===== config.mk =====
export PLATFORM = sky130hd
export DESIGN_NAME = pwm_quad_ctrl
export DESIGN_NICKNAME = d
export VERILOG_FILES = /design/src/rtl/pwm_quad_pkg.sv /design/src/rtl/pwm_quad_ctl.sv /design/src/rtl/pwm_quad_chan.sv /design/src/rtl/pwm_quad_ctrl.sv
export SDC_FILE = /design/constraint.sdc
export NUM_CORES = 1
export LEC_CHECK = 0
export BUFFER_PORTS_ARGS = -buffer_cell sky130_fd_sc_hd__buf_2
export CAP_MARGIN = 5
export CORE_MARGIN = 2
export CORE_UTILIZATION = 55
export DETAILED_ROUTE_END_ITERATION = 8
export GPL_TIMING_DRIVEN = 1
export PLACE_DENSITY = 0.68
export SLEW_MARGIN = 25
export SYNTH_ARGS = -nofsm -noshare
export SYNTH_HDL_FRONTEND = slang
export SYNTH_SLANG_ARGS = --single-unit

===== constraint.sdc =====
create_clock -name clk -period 7.6 [get_ports clk]
set_input_delay 1.14 -clock clk [delete_from_list [all_inputs] [get_ports clk]]
set_output_delay 1.14 -clock clk [all_outputs]
set_load 0.01 [all_outputs]

===== src/rtl/pwm_quad_pkg.sv =====
package pwm_quad_pkg;

  // Global register offsets (software-visible map).
  localparam int unsigned OFS_START     = 'h04;
  localparam int unsigned OFS_STOP      = 'h08;
  localparam int unsigned OFS_STAT      = 'h0C;
  localparam int unsigned OFS_FLAG      = 'h1C;

  // Per-channel register window.
  localparam int unsigned OFS_CH_BASE   = 'h200;
  localparam int unsigned OFS_CH_STRIDE = 'h20;

  // Offsets within one channel window.
  localparam int unsigned OFS_MODE      = 'h00;
  localparam int unsigned OFS_DUTY      = 'h04;
  localparam int unsigned OFS_DUTY_NXT  = 'h08;
  localparam int unsigned OFS_PER       = 'h0C;
  localparam int unsigned OFS_PER_NXT   = 'h10;

  // Mode register field position.
  localparam int unsigned MODE_POL_BIT  = 9;

  // Per-channel strobes from control to datapath.
  typedef struct packed {
    logic start;
    logic stop;
    logic wrMode;
    logic wrDuty;
    logic wrDutyNext;
    logic wrPer;
    logic wrPerNext;
  } chanStrobe_t;

endpackage


===== src/rtl/pwm_quad_ctl.sv =====
module pwm_quad_ctl
  import pwm_quad_pkg::*;
#(
  parameter int NUM_CH  = 4,
  parameter int ADDR_W  = 10,
  parameter int DATA_W  = 32,
  parameter int CNT_W   = 16,
  parameter int PRESC_W = 4
) (
  input  logic                            clk,
  input  logic                            rstN,
  input  logic [ADDR_W-1:0]               busAddr,
  input  logic                            busWrEn,
  input  logic [NUM_CH-1:0]               wrMask,
  input  logic                            busRdEn,
  output logic [DATA_W-1:0]               busRdData,
  output chanStrobe_t [NUM_CH-1:0]        strobes,
  input  logic [NUM_CH-1:0]               chRunning,
  input  logic [NUM_CH-1:0][PRESC_W-1:0]  chPresc,
  input  logic [NUM_CH-1:0]               chPol,
  input  logic [NUM_CH-1:0][CNT_W-1:0]    chDuty,
  input  logic [NUM_CH-1:0][CNT_W-1:0]    chDutyNext,
  input  logic [NUM_CH-1:0][CNT_W-1:0]    chPer,
  input  logic [NUM_CH-1:0][CNT_W-1:0]    chPerNext,
  input  logic [NUM_CH-1:0]               chEnd
);

  localparam int CH_IDX_W = (NUM_CH > 1) ? $clog2(NUM_CH) : 1;
  localparam int SUB_W    = $clog2(OFS_CH_STRIDE);
  localparam int SPAN     = NUM_CH * OFS_CH_STRIDE;

  logic [ADDR_W-1:0]   relAddr;
  logic                inChan;
  logic [CH_IDX_W-1:0] chSel;
  logic [SUB_W-1:0]    subOfs;
  logic                flagRd;
  logic [NUM_CH-1:0]   flags;
  logic [DATA_W-1:0]   rdNext;

  assign relAddr = busAddr - ADDR_W'(OFS_CH_BASE);
  assign inChan  = (busAddr >= ADDR_W'(OFS_CH_BASE)) && (relAddr < ADDR_W'(SPAN));
  assign chSel   = relAddr[SUB_W +: CH_IDX_W];
  assign subOfs  = relAddr[SUB_W-1:0];
  assign flagRd  = busRdEn && (busAddr == ADDR_W'(OFS_FLAG));

  // Strobe generation, one set per channel.
  for (genvar c = 0; c < NUM_CH; c++) begin : g_strobe
    logic chHit;
    assign chHit = busWrEn && inChan && (chSel == CH_IDX_W'(c));
    assign strobes[c].start      = busWrEn && (busAddr == ADDR_W'(OFS_START)) && wrMask[c];
    assign strobes[c].stop       = busWrEn && (busAddr == ADDR_W'(OFS_STOP)) && wrMask[c];
    assign strobes[c].wrMode     = chHit && (subOfs == SUB_W'(OFS_MODE));
    assign strobes[c].wrDuty     = chHit && (subOfs == SUB_W'(OFS_DUTY));
    assign strobes[c].wrDutyNext = chHit && (subOfs == SUB_W'(OFS_DUTY_NXT));
    assign strobes[c].wrPer      = chHit && (subOfs == SUB_W'(OFS_PER));
    assign strobes[c].wrPerNext  = chHit && (subOfs == SUB_W'(OFS_PER_NXT));
  end

  // Read multiplexer.
  always_comb begin
    rdNext = '0;
    if (busAddr == ADDR_W'(OFS_STAT)) begin
      rdNext[NUM_CH-1:0] = chRunning;
    end else if (busAddr == ADDR_W'(OFS_FLAG)) begin
      rdNext[NUM_CH-1:0] = flags;
    end else if (inChan) begin
      case (subOfs)
        SUB_W'(OFS_MODE): begin
          rdNext[PRESC_W-1:0]  = chPresc[chSel];
          rdNext[MODE_POL_BIT] = chPol[chSel];
        end
        SUB_W'(OFS_DUTY):     rdNext[CNT_W-1:0] = chDuty[chSel];
        SUB_W'(OFS_DUTY_NXT): rdNext[CNT_W-1:0] = chDutyNext[chSel];
        SUB_W'(OFS_PER):      rdNext[CNT_W-1:0] = chPer[chSel];
        SUB_W'(OFS_PER_NXT):  rdNext[CNT_W-1:0] = chPerNext[chSel];
        default:              rdNext = '0;
      endcase
    end
  end

  always_ff @(posedge clk or negedge rstN) begin
    if (!rstN) begin
      flags     <= '0;
      busRdData <= '0;
    end else begin
      flags     <= (flagRd ? '0 : flags) | chEnd;
      busRdData <= busRdEn ? rdNext : '0;
    end
  end

  // every period end leaves its flag set on the next cycle.
  a_r8_flag_set: assert property (@(posedge clk) disable iff (!rstN)
    (|chEnd) |=> ((flags & $past(chEnd)) == $past(chEnd)));

  // a clearing read with no new period end empties the flags.
  a_r8_flag_clear: assert property (@(posedge clk) disable iff (!rstN)
    (flagRd && !(|chEnd)) |=> (flags == '0));

endmodule


===== src/rtl/pwm_quad_chan.sv =====
module pwm_quad_chan
  import pwm_quad_pkg::*;
#(
  parameter int CNT_W     = 16,
  parameter int PRESC_MAX = 10,
  parameter int PRESC_W   = 4
) (
  input  logic               clk,
  input  logic               rstN,
  input  chanStrobe_t        strobe,
  input  logic [CNT_W-1:0]   wrCnt,
  input  logic [PRESC_W-1:0] wrPresc,
  input  logic               wrPol,
  output logic               running,
  output logic [PRESC_W-1:0] presc,
  output logic               pol,
  output logic [CNT_W-1:0]   duty,
  output logic [CNT_W-1:0]   dutyNext,
  output logic [CNT_W-1:0]   per,
  output logic [CNT_W-1:0]   perNext,
  output logic               endPulse,
  output logic               pwmOut
);

  localparam int PRE_CNT_W = (PRESC_MAX > 0) ? PRESC_MAX : 1;

  logic [PRE_CNT_W-1:0] preCnt;
  logic [PRE_CNT_W-1:0] preMask;
  logic [CNT_W-1:0]     cnt;
  logic [CNT_W:0]       cntInc;
  logic                 stopPend;
  logic                 dutyPend;
  logic                 perPend;
  logic                 tick;
  logic                 wrap;
  logic [PRESC_W-1:0]   prescLegal;

  always_comb preMask = PRE_CNT_W'((33'd1 << presc) - 33'd1);

  assign tick       = (preCnt == preMask);
  assign cntInc     = {1'b0, cnt} + 1'b1;
  assign wrap       = (cntInc >= {1'b0, per});
  assign endPulse   = running && tick && wrap;
  assign prescLegal = (wrPresc > PRESC_W'(PRESC_MAX)) ? PRESC_W'(PRESC_MAX) : wrPresc;
  assign pwmOut     = (running && (cnt >= duty)) ? ~pol : pol;

  always_ff @(posedge clk or negedge rstN) begin
    if (!rstN) begin
      running  <= 1'b0;
      stopPend <= 1'b0;
      preCnt   <= '0;
      cnt      <= '0;
      presc    <= '0;
      pol      <= 1'b0;
      duty     <= '0;
      dutyNext <= '0;
      dutyPend <= 1'b0;
      per      <= '0;
      perNext  <= '0;
      perPend  <= 1'b0;
    end else begin
      // Run control and counting.
      if (strobe.start && !running) begin
        running  <= 1'b1;
        stopPend <= 1'b0;
        cnt      <= '0;
        preCnt   <= '0;
      end else if (running) begin
        preCnt <= tick ? '0 : preCnt + 1'b1;
        if (tick) cnt <= wrap ? '0 : cntInc[CNT_W-1:0];
        if (endPulse && stopPend) begin
          running  <= 1'b0;
          stopPend <= 1'b0;
        end else if (strobe.stop) begin
          stopPend <= 1'b1;
        end
      end

      // Mode: only while stopped.
      if (strobe.wrMode && !running) begin
        presc <= prescLegal;
        pol   <= wrPol;
      end

      // Duty: direct write now, buffered value at period end.
      if (strobe.wrDuty) duty <= wrCnt;
      else if (endPulse && dutyPend) duty <= dutyNext;

      if (strobe.wrDutyNext) begin
        dutyNext <= wrCnt;
        dutyPend <= 1'b1;
      end else if (endPulse) begin
        dutyPend <= 1'b0;
      end

      // Period: direct write only while stopped, buffered value at period end.
      if (strobe.wrPer && !running) per <= wrCnt;
      else if (endPulse && perPend) per <= perNext;

      if (strobe.wrPerNext) begin
        perNext <= wrCnt;
        perPend <= 1'b1;
      end else if (endPulse) begin
        perPend <= 1'b0;
      end
    end
  end

  // a start leaves the count and prescaler phase at zero.
  a_r2_start_clean: assert property (@(posedge clk) disable iff (!rstN)
    $rose(running) |-> ((cnt == '0) && (preCnt == '0)));

  // the stored prescale exponent never exceeds its limit.
  a_r3_presc_legal: assert property (@(posedge clk) disable iff (!rstN)
    presc <= PRESC_W'(PRESC_MAX));

  // mode fields hold while the channel keeps running.
  a_r6_mode_locked: assert property (@(posedge clk) disable iff (!rstN)
    (running && $past(running)) |-> ($stable(presc) && $stable(pol)));

  // period changes while running only through a period-end load.
  a_r6_per_locked: assert property (@(posedge clk) disable iff (!rstN)
    (running && $past(running) && !$past(endPulse)) |-> $stable(per));

  // working duty changes only by direct write or period-end load.
  a_r5_duty_hold: assert property (@(posedge clk) disable iff (!rstN)
    (!$past(endPulse) && !$past(strobe.wrDuty)) |-> $stable(duty));

  // a channel stops only at a period end after a stop request.
  a_r7_stop_at_end: assert property (@(posedge clk) disable iff (!rstN)
    $fell(running) |-> ($past(endPulse) && $past(stopPend)));

endmodule


===== src/rtl/pwm_quad_ctrl.sv =====
module pwm_quad_ctrl
  import pwm_quad_pkg::*;
#(
  parameter int NUM_CH    = 4,
  parameter int ADDR_W    = 10,
  parameter int DATA_W    = 32,
  parameter int CNT_W     = 16,
  parameter int PRESC_MAX = 10
) (
  input  logic              clk,
  input  logic              rstN,
  input  logic [ADDR_W-1:0] busAddr,
  input  logic              busWrEn,
  input  logic [DATA_W-1:0] busWrData,
  input  logic              busRdEn,
  output logic [DATA_W-1:0] busRdData,
  output logic [NUM_CH-1:0] pwmOut
);

  localparam int PRESC_W = $clog2(PRESC_MAX + 1);

  chanStrobe_t [NUM_CH-1:0]        strobes;
  logic [NUM_CH-1:0]               chRunning;
  logic [NUM_CH-1:0][PRESC_W-1:0]  chPresc;
  logic [NUM_CH-1:0]               chPol;
  logic [NUM_CH-1:0][CNT_W-1:0]    chDuty;
  logic [NUM_CH-1:0][CNT_W-1:0]    chDutyNext;
  logic [NUM_CH-1:0][CNT_W-1:0]    chPer;
  logic [NUM_CH-1:0][CNT_W-1:0]    chPerNext;
  logic [NUM_CH-1:0]               chEnd;
  logic                            unusedWrBits;

  assign unusedWrBits = ^busWrData;

  pwm_quad_ctl #(
    .NUM_CH(NUM_CH), .ADDR_W(ADDR_W), .DATA_W(DATA_W),
    .CNT_W(CNT_W), .PRESC_W(PRESC_W)
  ) ctl_i (
    .clk        (clk),
    .rstN       (rstN),
    .busAddr    (busAddr),
    .busWrEn    (busWrEn),
    .wrMask     (busWrData[NUM_CH-1:0]),
    .busRdEn    (busRdEn),
    .busRdData  (busRdData),
    .strobes    (strobes),
    .chRunning  (chRunning),
    .chPresc    (chPresc),
    .chPol      (chPol),
    .chDuty     (chDuty),
    .chDutyNext (chDutyNext),
    .chPer      (chPer),
    .chPerNext  (chPerNext),
    .chEnd      (chEnd)
  );

  for (genvar c = 0; c < NUM_CH; c++) begin : g_chan
    pwm_quad_chan #(
      .CNT_W(CNT_W), .PRESC_MAX(PRESC_MAX), .PRESC_W(PRESC_W)
    ) chan_i (
      .clk      (clk),
      .rstN     (rstN),
      .strobe   (strobes[c]),
      .wrCnt    (busWrData[CNT_W-1:0]),
      .wrPresc  (busWrData[PRESC_W-1:0]),
      .wrPol    (busWrData[MODE_POL_BIT]),
      .running  (chRunning[c]),
      .presc    (chPresc[c]),
      .pol      (chPol[c]),
      .duty     (chDuty[c]),
      .dutyNext (chDutyNext[c]),
      .per      (chPer[c]),
      .perNext  (chPerNext[c]),
      .endPulse (chEnd[c]),
      .pwmOut   (pwmOut[c])
    );
  end

endmodule


== After elaboration in Yosys (flattened, before gate mapping) ==
Cells that the tools add are included.

* Output and inout bits: 36
* Register bits: 432
* Logic and storage cells: 326

* Add/subtract/negate cells: 13
* Reduce and logical (&&, ||, !) cells: 115
* Bitwise logic cells: 5
* Muxes and demuxes: 112
* Equality and inequality tests: 15
* Shifts and indexed selects: 4
* Magnitude comparators: 12

{| class="wikitable"
|+ Operator list
! kind !! count
|-
| $mux W16 || 37
|-
| $bmux W16 S2 || 4
|-
| $mux W10 || 12
|-
| $logic_and A1 B1 Y1 || 73
|-
| $add A16 B1 Y17 const B || 4
|-
| $ge A17 B16 Y1 || 4
|-
| $ge A16 B16 Y1 || 4
|-
| $mux W28 || 2
|-
| $reduce_bool A2 Y1 || 24
|-
| $mux W1 || 45
|-
| $add A10 B1 Y10 const B || 4
|-
| $eq A10 B10 Y1 || 4
|-
| $shl A1 B4 Y10 const A || 4
|-
| $sub A10 B1 Y10 const B || 4
|-
| $mux W32 || 1
|-
| $pmux W6 S4 || 1
|-
| $eq A10 B4 Y1 const B || 2
|-
| $mux W4 || 5
|-
| $pmux W4 S5 || 1
|-
| $pmux W5 S4 || 1
|-
| $reduce_and A2 Y1 || 8
|-
| $reduce_bool A3 Y1 || 4
|-
| $eq A10 B3 Y1 const B || 1
|-
| $eq A10 B5 Y1 const B || 1
|-
| 18 further kinds || 26
|}

== Longest topological paths before layout ==
Gate-level depths: netlist of run 1.

* Depth in word-level cells: 9
* Gate-level depth with buffers: 17
* Mapped depth without buffers: 14

== Cells and area by module ==
Synthesis of run 1 repeated with hierarchy kept, for this count alone.

* Cell total of the unflattened synthesis: 2730
* Area, all modules: 27809.2 um^2

{| class="wikitable"
|+ By module, submodules not included
! module !! area an instance (um^2) !! cells each !! instances
|-
| pwm_quad_chan at g_chan[0].chan_i ... || 6232.2 || 625 || 3
|-
| pwm_quad_chan at g_chan[1].chan_i || 5818.1 || 557 || 1
|-
| pwm_quad_ctl || 3294.4 || 298 || 1
|}

== Worst setup path after synthesis of run 1 ==
OpenSTA, ideal clock, no wires.

* Kind: register to register
* Start: reg g_chan[0].chan_i.cnt[0]
* End: reg g_chan[0].chan_i.per[10]
* Clock period less this slack: 4046 ps
* Cell stages (with the launch flop): 16
* Arrival: 3909 ps
* Slack: 3554 ps
* Buffers on the path: 1
* Cell sequence: dfrtp_1 ha_1 nand3_1 nor4_1 nand2_1 and2_1 or2_2 ha_1 and3_1 nand3_1 a2111oi_0 o31ai_1 nor4_4 buf_6 mux2i_1 a21oi_1

* Longest elaborated chain between the ends: 5

{| class="wikitable"
|+ Ends and longest elaborated chain
! item !! RTL line !! source
|-
| from (decl) || pwm_quad_chan.sv:29 || <nowiki>logic [CNT_W-1:0] cnt;</nowiki>
|-
| from (signal assigned) || pwm_quad_chan.sv:70 || <nowiki>if (tick) cnt <= wrap ? '0 : cntInc[CNT_W-1:0];</nowiki>
|-
| $add A16 B1 Y17 || pwm_quad_chan.sv:41 || <nowiki>assign cntInc = {1'b0, cnt} + 1'b1;</nowiki>
|-
| $ge A17 B16 Y1 || pwm_quad_chan.sv:42 || <nowiki>assign wrap = (cntInc >= {1'b0, per});</nowiki>
|-
| $logic_and A1 B1 Y1 || pwm_quad_chan.sv:43 || <nowiki>assign endPulse = running && tick && wrap;</nowiki>
|-
| $logic_and A1 B1 Y1 || pwm_quad_chan.sv:98 || <nowiki>else if (endPulse && perPend) per <= perNext;</nowiki>
|-
| $reduce_bool A2 Y1 (no source line) || -- ||
|-
| to (signal assigned) || pwm_quad_chan.sv:97 || <nowiki>if (strobe.wrPer && !running) per <= wrCnt;</nowiki>
|-
| to (signal assigned) || pwm_quad_chan.sv:98 ||
|-
| to (decl) || pwm_quad_chan.sv:19 || <nowiki>output logic [CNT_W-1:0] per,</nowiki>
|}

Every way passes these cells.
A chain may end at the register's enable or synchronous reset.

== Final worst setup path of run 1 ==
* Start: reg g_chan[0].chan_i.cnt[0]
* End: reg g_chan[0].chan_i.duty[3]

* Longest elaborated chain between the ends: 5

{| class="wikitable"
|+ Ends and longest elaborated chain
! item !! RTL line !! source
|-
| $add A16 B1 Y17 || pwm_quad_chan.sv:41 ||
|-
| $ge A17 B16 Y1 || pwm_quad_chan.sv:42 ||
|-
| $logic_and A1 B1 Y1 || pwm_quad_chan.sv:43 ||
|-
| $logic_and A1 B1 Y1 || pwm_quad_chan.sv:87 || <nowiki>else if (endPulse && dutyPend) duty <= dutyNext;</nowiki>
|-
| $reduce_bool A2 Y1 (no source line) || -- ||
|-
| to (signal assigned) || pwm_quad_chan.sv:86 || <nowiki>if (strobe.wrDuty) duty <= wrCnt;</nowiki>
|-
| to (signal assigned) || pwm_quad_chan.sv:87 ||
|-
| to (decl) || pwm_quad_chan.sv:17 || <nowiki>output logic [CNT_W-1:0] duty,</nowiki>
|}

Every way passes these cells.

==> parameters.txt, run 1 <==
Parameter                              Value

Clocking
  Root Buffer    clkbuf_16
  CTS Hold Buffers Added    0
  Number of levels the H-tree was split into    2
  Longest Clk Path Bufs    3
  Post-CTS setup buffers    0
  Clock buffers created by TritonCTS    46
  Worst-skew pair later-pin latency    580 ps
  TritonCTS clock tree    done
  Clock transition time at the flip-flop clock pins of the worst setup and hold paths    60 ps
  Resized cells post-CTS    0
  Clock sink total    416

Drt
  Met2 wire length    34100 um
  Count of nets left with antenna violations after detail routing    0
  Met3 wire length    5770 um
  Number of remaining DRC errors    0
  Vias/cell    6.38
  Number of vias in the routed layout    20500
  Uppermost layer routed    met5
  WL/cell    23.1 um
  Iteration-0 DRC count of the detailed router    2145
  Length of routed wiring on met1    32500 um
  Final WL    74300 um
  First-pass DRT Iterations    5

Timing
  Post-Route Skew    17.6 ps
  Total count of max-transition violations in the final report    0
  Clock period minus worst slack    5180 ps
  Fmax    193 MHz
  Worst-margin pin slew    1080 ps
  Setup violation total in the final timing report    0
  Minimum setup slack in the final design    2420 ps
  Setup tns final    0 ps
  RSZ-0062 raised after global routing    false
  Final period utilization    68.2%
  Number of hold violations in the final report    0
  Tightest slew margin relative to the limit    28.1%

Worst hold path
  Hold worst-path end    g_chan[2].chan_i.perPend
  Number of cells on the worst hold path    2
  Worst Hold Class    reg2reg
  Hold wc startpoint    g_chan[2].chan_i.perPend

Logic synthesis
  Syn Std Cell Area    25600 sq um
  Share of flip-flops with an asynchronous set or reset    100%
  Library cell with the highest instance count after synthesis    dfrtp_1
  Synth top cells by count    dfrtp_1, nand2_1, a21oi_1
  Ranking of synthesized cells by area    dfrtp_1, ha_1, mux2_2, mux4_2, nand2_1
  Number of standard cells after synthesis    2607
  Most area-hungry cell type in the Yosys netlist    dfrtp_1
  Top-area cell type share of the netlist area    40.7%
  Share of synthesized area occupied by flip-flops and latches    40.7%
  Post-synth cell types    79
  Flops & latches, synth    416
  Synthesis warning total    0
  Main flop type after synthesis    dfrtp_1
  Count of flip-flops with a built-in enable after synthesis    0
  Average footprint of a synthesized cell    9.82 sq um

Pwr
  Worst vdd ir    187 uV
  Power per cell area    202 nW/um^2
  Leakage    13.0 nW

Finish
  Sequential cell area    10400 sq um
  Share of layout cells above drive strength 1    15.9%
  Final core utilization    60.1%
  Area taken by multi-input logic gates    13900 sq um
  Number of nets in the final layout    2753
  Count of inserted antenna diode cells    0
  P&R area growth vs syn    8.60%
  Number of standard cells in the final layout excluding fillers    3212
  Filler instances    3874

GRT
  Total routing usage reported by global routing    31.2%
  Wire length of the first global-routing pass    115000 um
  Global route total overflow    0
  Pin count of the biggest net entering global routing    132
  Number of antenna violations at the first check in global routing    2
  Via count of the first global-routing pass    19200

Critical path
  Reg-to-reg slack, setup    2420 ps
  Critical path start-end classification    reg2reg
  Crit path launch type    register
  Critical Path Fanout Max    16
  Critical path arrival    5610 ps
  Required time worst endpoint    8030 ps
  Critical register-to-register path startpoint    g_chan[0].chan_i.cnt[0]
  Nature of the critical path endpoint    register
  Worst reg2reg path endpoint    g_chan[0].chan_i.duty[3]
  R2R depth    14

Die
  Effective utilization at floorplan    55.3%
  Total Die Area    48300 sq um
  Row count    79
  Horiz. Die Dim    220 um
  Std-Cell Core Area    46300 sq um
  Num ports    82
  Vertical die dimension    220 um

Placed design
  Placed wire-length estimate    55300 um
  Placed cell count    3126
  RePlAce Congestion    0.963
  Worst slack at placement    2540 ps
  IO Port Bufs    49

Outcome
  Status    complete, no violations

Flow run
  Maximum Capacitance Violations    0
worst max-delay path, cell delays in order (launching register included):
cell and delay [ps]:
dfrtp_1 470, ha_1 240, nand3_1 150, nor4_1 610, nand2_1 130, and2_1 190
or2_2 300, ha_1 290, and3_1 170, nand3_1 130, a2111oi_1 860, o31ai_1 150
or4_1 900, mux2i_1 340, a21oi_1 90
how the worst max path moves through the flow:
stage	start	to	slack, ps	cells past startpoint
3_5_place_dp	g_chan[0].chan_i.cnt[0]	g_chan[0].chan_i.duty[12]	2540	14
2_1_floorplan	g_chan[0].chan_i.cnt[0]	g_chan[0].chan_i.per[10]	3550	15
5_1_grt	g_chan[0].chan_i.cnt[0]	g_chan[0].chan_i.duty[3]	2050	14
6_report	g_chan[0].chan_i.cnt[0]	g_chan[0].chan_i.duty[3]	2420	14
3_3_place_gp	g_chan[0].chan_i.cnt[0]	g_chan[0].chan_i.duty[8]	2650	14
4_1_cts	g_chan[0].chan_i.cnt[0]	g_chan[0].chan_i.duty[3]	2450	14
sequential cells by signal, indices dropped and copies added, names as in the netlist, 16 cells and up:
| register | flops |
|---|---|
| g_chan.chan_i.presc | 16 |
| ctl_i.busRdData | 16 |
| g_chan.chan_i.perNext | 64 |
| g_chan.chan_i.per | 64 |
| g_chan.chan_i.cnt | 64 |
| g_chan.chan_i.dutyNext | 64 |
| g_chan.chan_i.preCnt | 40 |
| g_chan.chan_i.duty | 64 |
cell families after synthesis:
family	Yosys count	share of synthesized area [%]
and+or+nand+nor	815	15.4
buffers and inverters	329	5.35
DFF	416	40.7
AOI/OAI and AO/OA	539	13.6
other	1	0.0147
xor gates and xnor gates	71	2.43
muxes	296	15.7
adders and majority gates	140	6.85
final cells by class:
type / count / area share (%)
Inverter: 154 / 2.08
Sequential cell: 416 / 37.5
Clock inverter: 19 / 0.851
Multi-Input combinational cell: 1877 / 50.1
Timing Repair Buffer: 72 / 1.64
Tap cell: 607 / 2.73
Clock buffer: 67 / 5.09
power breakdown:
group          switching, mW  total, mW  internal, mW
clock                  0.951       2.41          1.46
combinational          0.386      0.678         0.292
sequential             0.199       2.52          2.33
per-stage QoR:
stage / power (mW) / hold WS, ps / cell area, sq um
2_1_floorplan: 2.99 / 439 / 25600
3_3_place_gp: 3.19 / 453 / 26100
3_5_place_dp: 3.23 / 460 / 26100
4_1_cts: 5.63 / 477 / 27700
5_1_grt: 5.83 / 493 / 27800
6_report: 5.62 / 478 / 27800
metal layers:
metal	vias to the layer above	global-route usage, %
met2	798	48.2
met5	-	0
met1	10300	46.1
met3	103	4.53
li1	9319	-
met4	4	8.95
cells in the final DEF, fill, tap and decap left out, types with 21 or more instances in the layout:
master	n
dfrtp_1	416
nand2_1	284
a21oi_1	161
nor2_1	160
inv_1	153
mux2_2	146
ha_1	140
nand3_1	118
mux2i_1	81
o211ai_1	70
mux4_2	69
o21ai_0	60
a31oi_1	53
clkbuf_16	49
xnor2_1	47
buf_2	46
a21o_1	39
and3_1	32
nand4_1	27
a22o_1	27
xor2_1	24
nor3_1	23
nand2b_1	23
a22oi_1	23
or3_1	22
o21ai_1	22
buf_4	21
(Power assumes the default switching activity.)
==> run 2, diff against run 1 <==
clock period = 5 ns   (was 7.6 ns; I/O delays follow)
==> run 2 against run 1 <==
  * Non-clock buffer count is 17 higher
  * Maximum frequency is 14% higher
  * Via count is 0.59% higher
  * Utilization is 0.21 points higher
  * Largest power group unchanged
==> parameters.txt, run 2 (synthesized netlist as in run 1, its figures left out) <==
Parameter                              Value

Pwr
  Leakage    13.0 nW (about the same)
  Sequential group share of total power    45.1% (was 44.9%)
  Power per cell area    305 nW/um^2 (was 202 nW/um^2)
  Total Power Consumption    8.51 mW (was 5.62 mW)
  Combinational share of power    12.1% (about the same)
  Worst vdd ir    248 uV (was 187 uV)
  Switching power share of the total    27.7% (was 27.3%)
  Net switching component of the power    2.36 mW (was 1.54 mW)
  Internal Power    6.16 mW (was 4.08 mW)
  Part of the total power dissipated in the clock network    42.8% (was 43.0%)

Drt
  WL/cell    23.4 um (was 23.1 um)
  First-pass DRT Iterations    6 (was 5)
  Count of nets left with antenna violations after detail routing    0 (unchanged)
  Number of remaining DRC errors    0 (unchanged)
  Final WL    75500 um (was 74300 um)
  Number of vias in the routed layout    20600 (was 20500)
  Iteration-0 DRC count of the detailed router    2092 (was 2145)
  Vias/cell    6.39 (was 6.38)

Timing
  Clock period minus worst slack    4530 ps (was 5180 ps)
  Total count of max-transition violations in the final report    0 (unchanged)
  Setup tns final    0 ps (unchanged)
  Final period utilization    90.7% (was 68.2%)
  Worst-margin pin slew    1050 ps (was 1080 ps)
  Number of hold violations in the final report    0 (unchanged)
  Post-Route Skew    16.7 ps (was 17.6 ps)
  Fmax    221 MHz (was 193 MHz)
  RSZ-0062 raised after global routing    false (unchanged)
  Tightest slew margin relative to the limit    29.2% (was 28.1%)
  Setup violation total in the final timing report    0 (unchanged)

Clocking
  Root Buffer    clkbuf_16 (unchanged)
  Clock buffers created by TritonCTS    47 (was 46)
  Resized cells post-CTS    0 (unchanged)
  Worst-skew pair later-pin latency    590 ps (was 580 ps)
  CTS Hold Buffers Added    0 (unchanged)
  TritonCTS clock tree    done (unchanged)
  Clock sink total    416 (unchanged)
  Longest Clk Path Bufs    3 (unchanged)
  Clock transition time at the flip-flop clock pins of the worst setup and hold paths    60 ps (about the same)
  Number of levels the H-tree was split into    2 (unchanged)

Critical path
  Critical path start-end classification    reg2reg (unchanged)
  Critical path arrival    4960 ps (was 5610 ps)
  Crit path launch type    register (unchanged)
  Nature of the critical path endpoint    register (unchanged)
  Critical Path Fanout Max    16 (unchanged)
  Required time worst endpoint    5430 ps (was 8030 ps)

Placed design
  Placed wire-length estimate    55700 um (was 55300 um)
  IO Port Bufs    49 (unchanged)
  RePlAce Congestion    0.928 (was 0.963)

GRT
  Pin count of the biggest net entering global routing    115 (was 132)
  Via count of the first global-routing pass    19500 (was 19200)
  Total routing usage reported by global routing    31.7% (was 31.2%)
  Number of antenna violations at the first check in global routing    5 (was 2)
  Global route total overflow    0 (unchanged)
  Wire length of the first global-routing pass    117000 um (was 115000 um)

Worst hold path
  Worst Hold Class    in2async (was reg2reg)

Outcome
  Status    complete, no violations (unchanged)

Die
  Row count    79 (unchanged)
  Effective utilization at floorplan    55.3% (unchanged)
  Vertical die dimension    220 um (unchanged)
  Num ports    82 (unchanged)
  Total Die Area    48300 sq um (unchanged)
  Std-Cell Core Area    46300 sq um (unchanged)
  Horiz. Die Dim    220 um (unchanged)

Flow run
  Maximum Capacitance Violations    0 (unchanged)

Finish
  Area taken by multi-input logic gates    13900 sq um (about the same)
  Filler instances    3812 (was 3874)
  Highest-count cells in the layout ignoring fill and taps    dfrtp_1, nand2_1, a21oi_1 (unchanged)
  Number of nets in the final layout    2771 (was 2753)
  Share of layout cells above drive strength 1    16.2% (was 15.9%)
  Sequential cell area    10400 sq um (unchanged)
  Most frequent standard cell in the layout excluding fill and tap cells    dfrtp_1 (unchanged)
  P&R area growth vs syn    8.98% (was 8.60%)
[run 2: changes by cell type in the layout (fill, tap and decap cells not counted), moves of 3 or more]
cell | before | now
clkbuf_8 | 12 | 9
buf_4 | 21 | 39
buf_6 | 3 | 0
nand2_1 | 284 | 287
nand2_2 | 6 | 3
[run 2: final timing paths]
path,cells after the start,startpoint,slack [ps],to
min reg2reg,2,g_chan[2].chan_i.dutyPend,480,g_chan[2].chan_i.dutyPend
max,16,g_chan[0].chan_i.cnt[0],470,g_chan[0].chan_i.duty[14]
min,1,rstN,100,g_chan[0].chan_i.duty[10]
max in group asynchronous,2,rstN,3740,g_chan[2].chan_i.cnt[14]
max reg2reg,16,g_chan[0].chan_i.cnt[0],470,g_chan[0].chan_i.duty[14]
min in group clk,3,busRdEn,470,ctl_i.busRdData[3]
[run 2: repair_timing]
action,CTS,global route
endpoints found under the setup margin,0,5
endpoints found under the hold margin,0,0
buffers inserted,0,1
[run 2: power by group through the flow]
stage | registers [mW] | logic, mW | clock network, mW
6_report | 3.83 | 1.03 | 3.65
4_1_cts | 3.82 | 1.03 | 3.68
3_5_place_dp | 3.88 | 1.02 | 0
5_1_grt | 3.86 | 1.16 | 3.81
2_1_floorplan | 3.75 | 0.801 | 0
3_3_place_gp | 3.87 | 0.979 | 0
[run 2: through the flow]
step | utilization (%) | hold slack (ps) | cells | area (sq um) | worst slack (ps)
after floorplan | - | 439 | 2622 | 25600 | 954
after global placement | 56.7 | 455 | 3142 | 26200 | 513
after detailed placement | 56.7 | 462 | 3142 | 26200 | 507
after CTS | 60.2 | 112 | 3226 | 27900 | 466
after global routing | 60.3 | 150 | 3228 | 27900 | 279
final | 60.3 | 103 | 3229 | 27900 | 465
[run 2: cell type report]
| class | count | share of cell area (%) |
|---|---|---|
| Clock inverter | 22 | 0.906 |
| Inverter | 154 | 2.07 |
| Clock buffer | 62 | 4.90 |
| Antenna cell | 2 | 0.0179 |
| Tap cell | 607 | 2.72 |
| Sequential cell | 416 | 37.3 |
| Timing Repair Buffer | 89 | 2.14 |
| Multi-Input combinational cell | 1877 | 49.9 |
[run 2: worst max-delay path: stages (launching register included)]
cell and delay, ps:
dfrtp_1 460, ha_1 250, nand3_1 180, nor4_1 310
buf_4 170, nand2_1 60, and2_1 180, or2_2 290
ha_1 290, and3_1 170, nand3_1 150, o21ai_0 660
o31ai_1 180, or4_1 420, buf_4 250, mux2i_1 220
a21oi_1 100
[run 2: per-layer routing]
layer  up-vias  global-route usage (%)  wire length, um
met5         -                       0               44
met3       144                    6.38             6720
met4         6                    9.84             2330
li1       9352                       -                -
met2       880                    48.6            34000
met1     10200                    45.5            32400
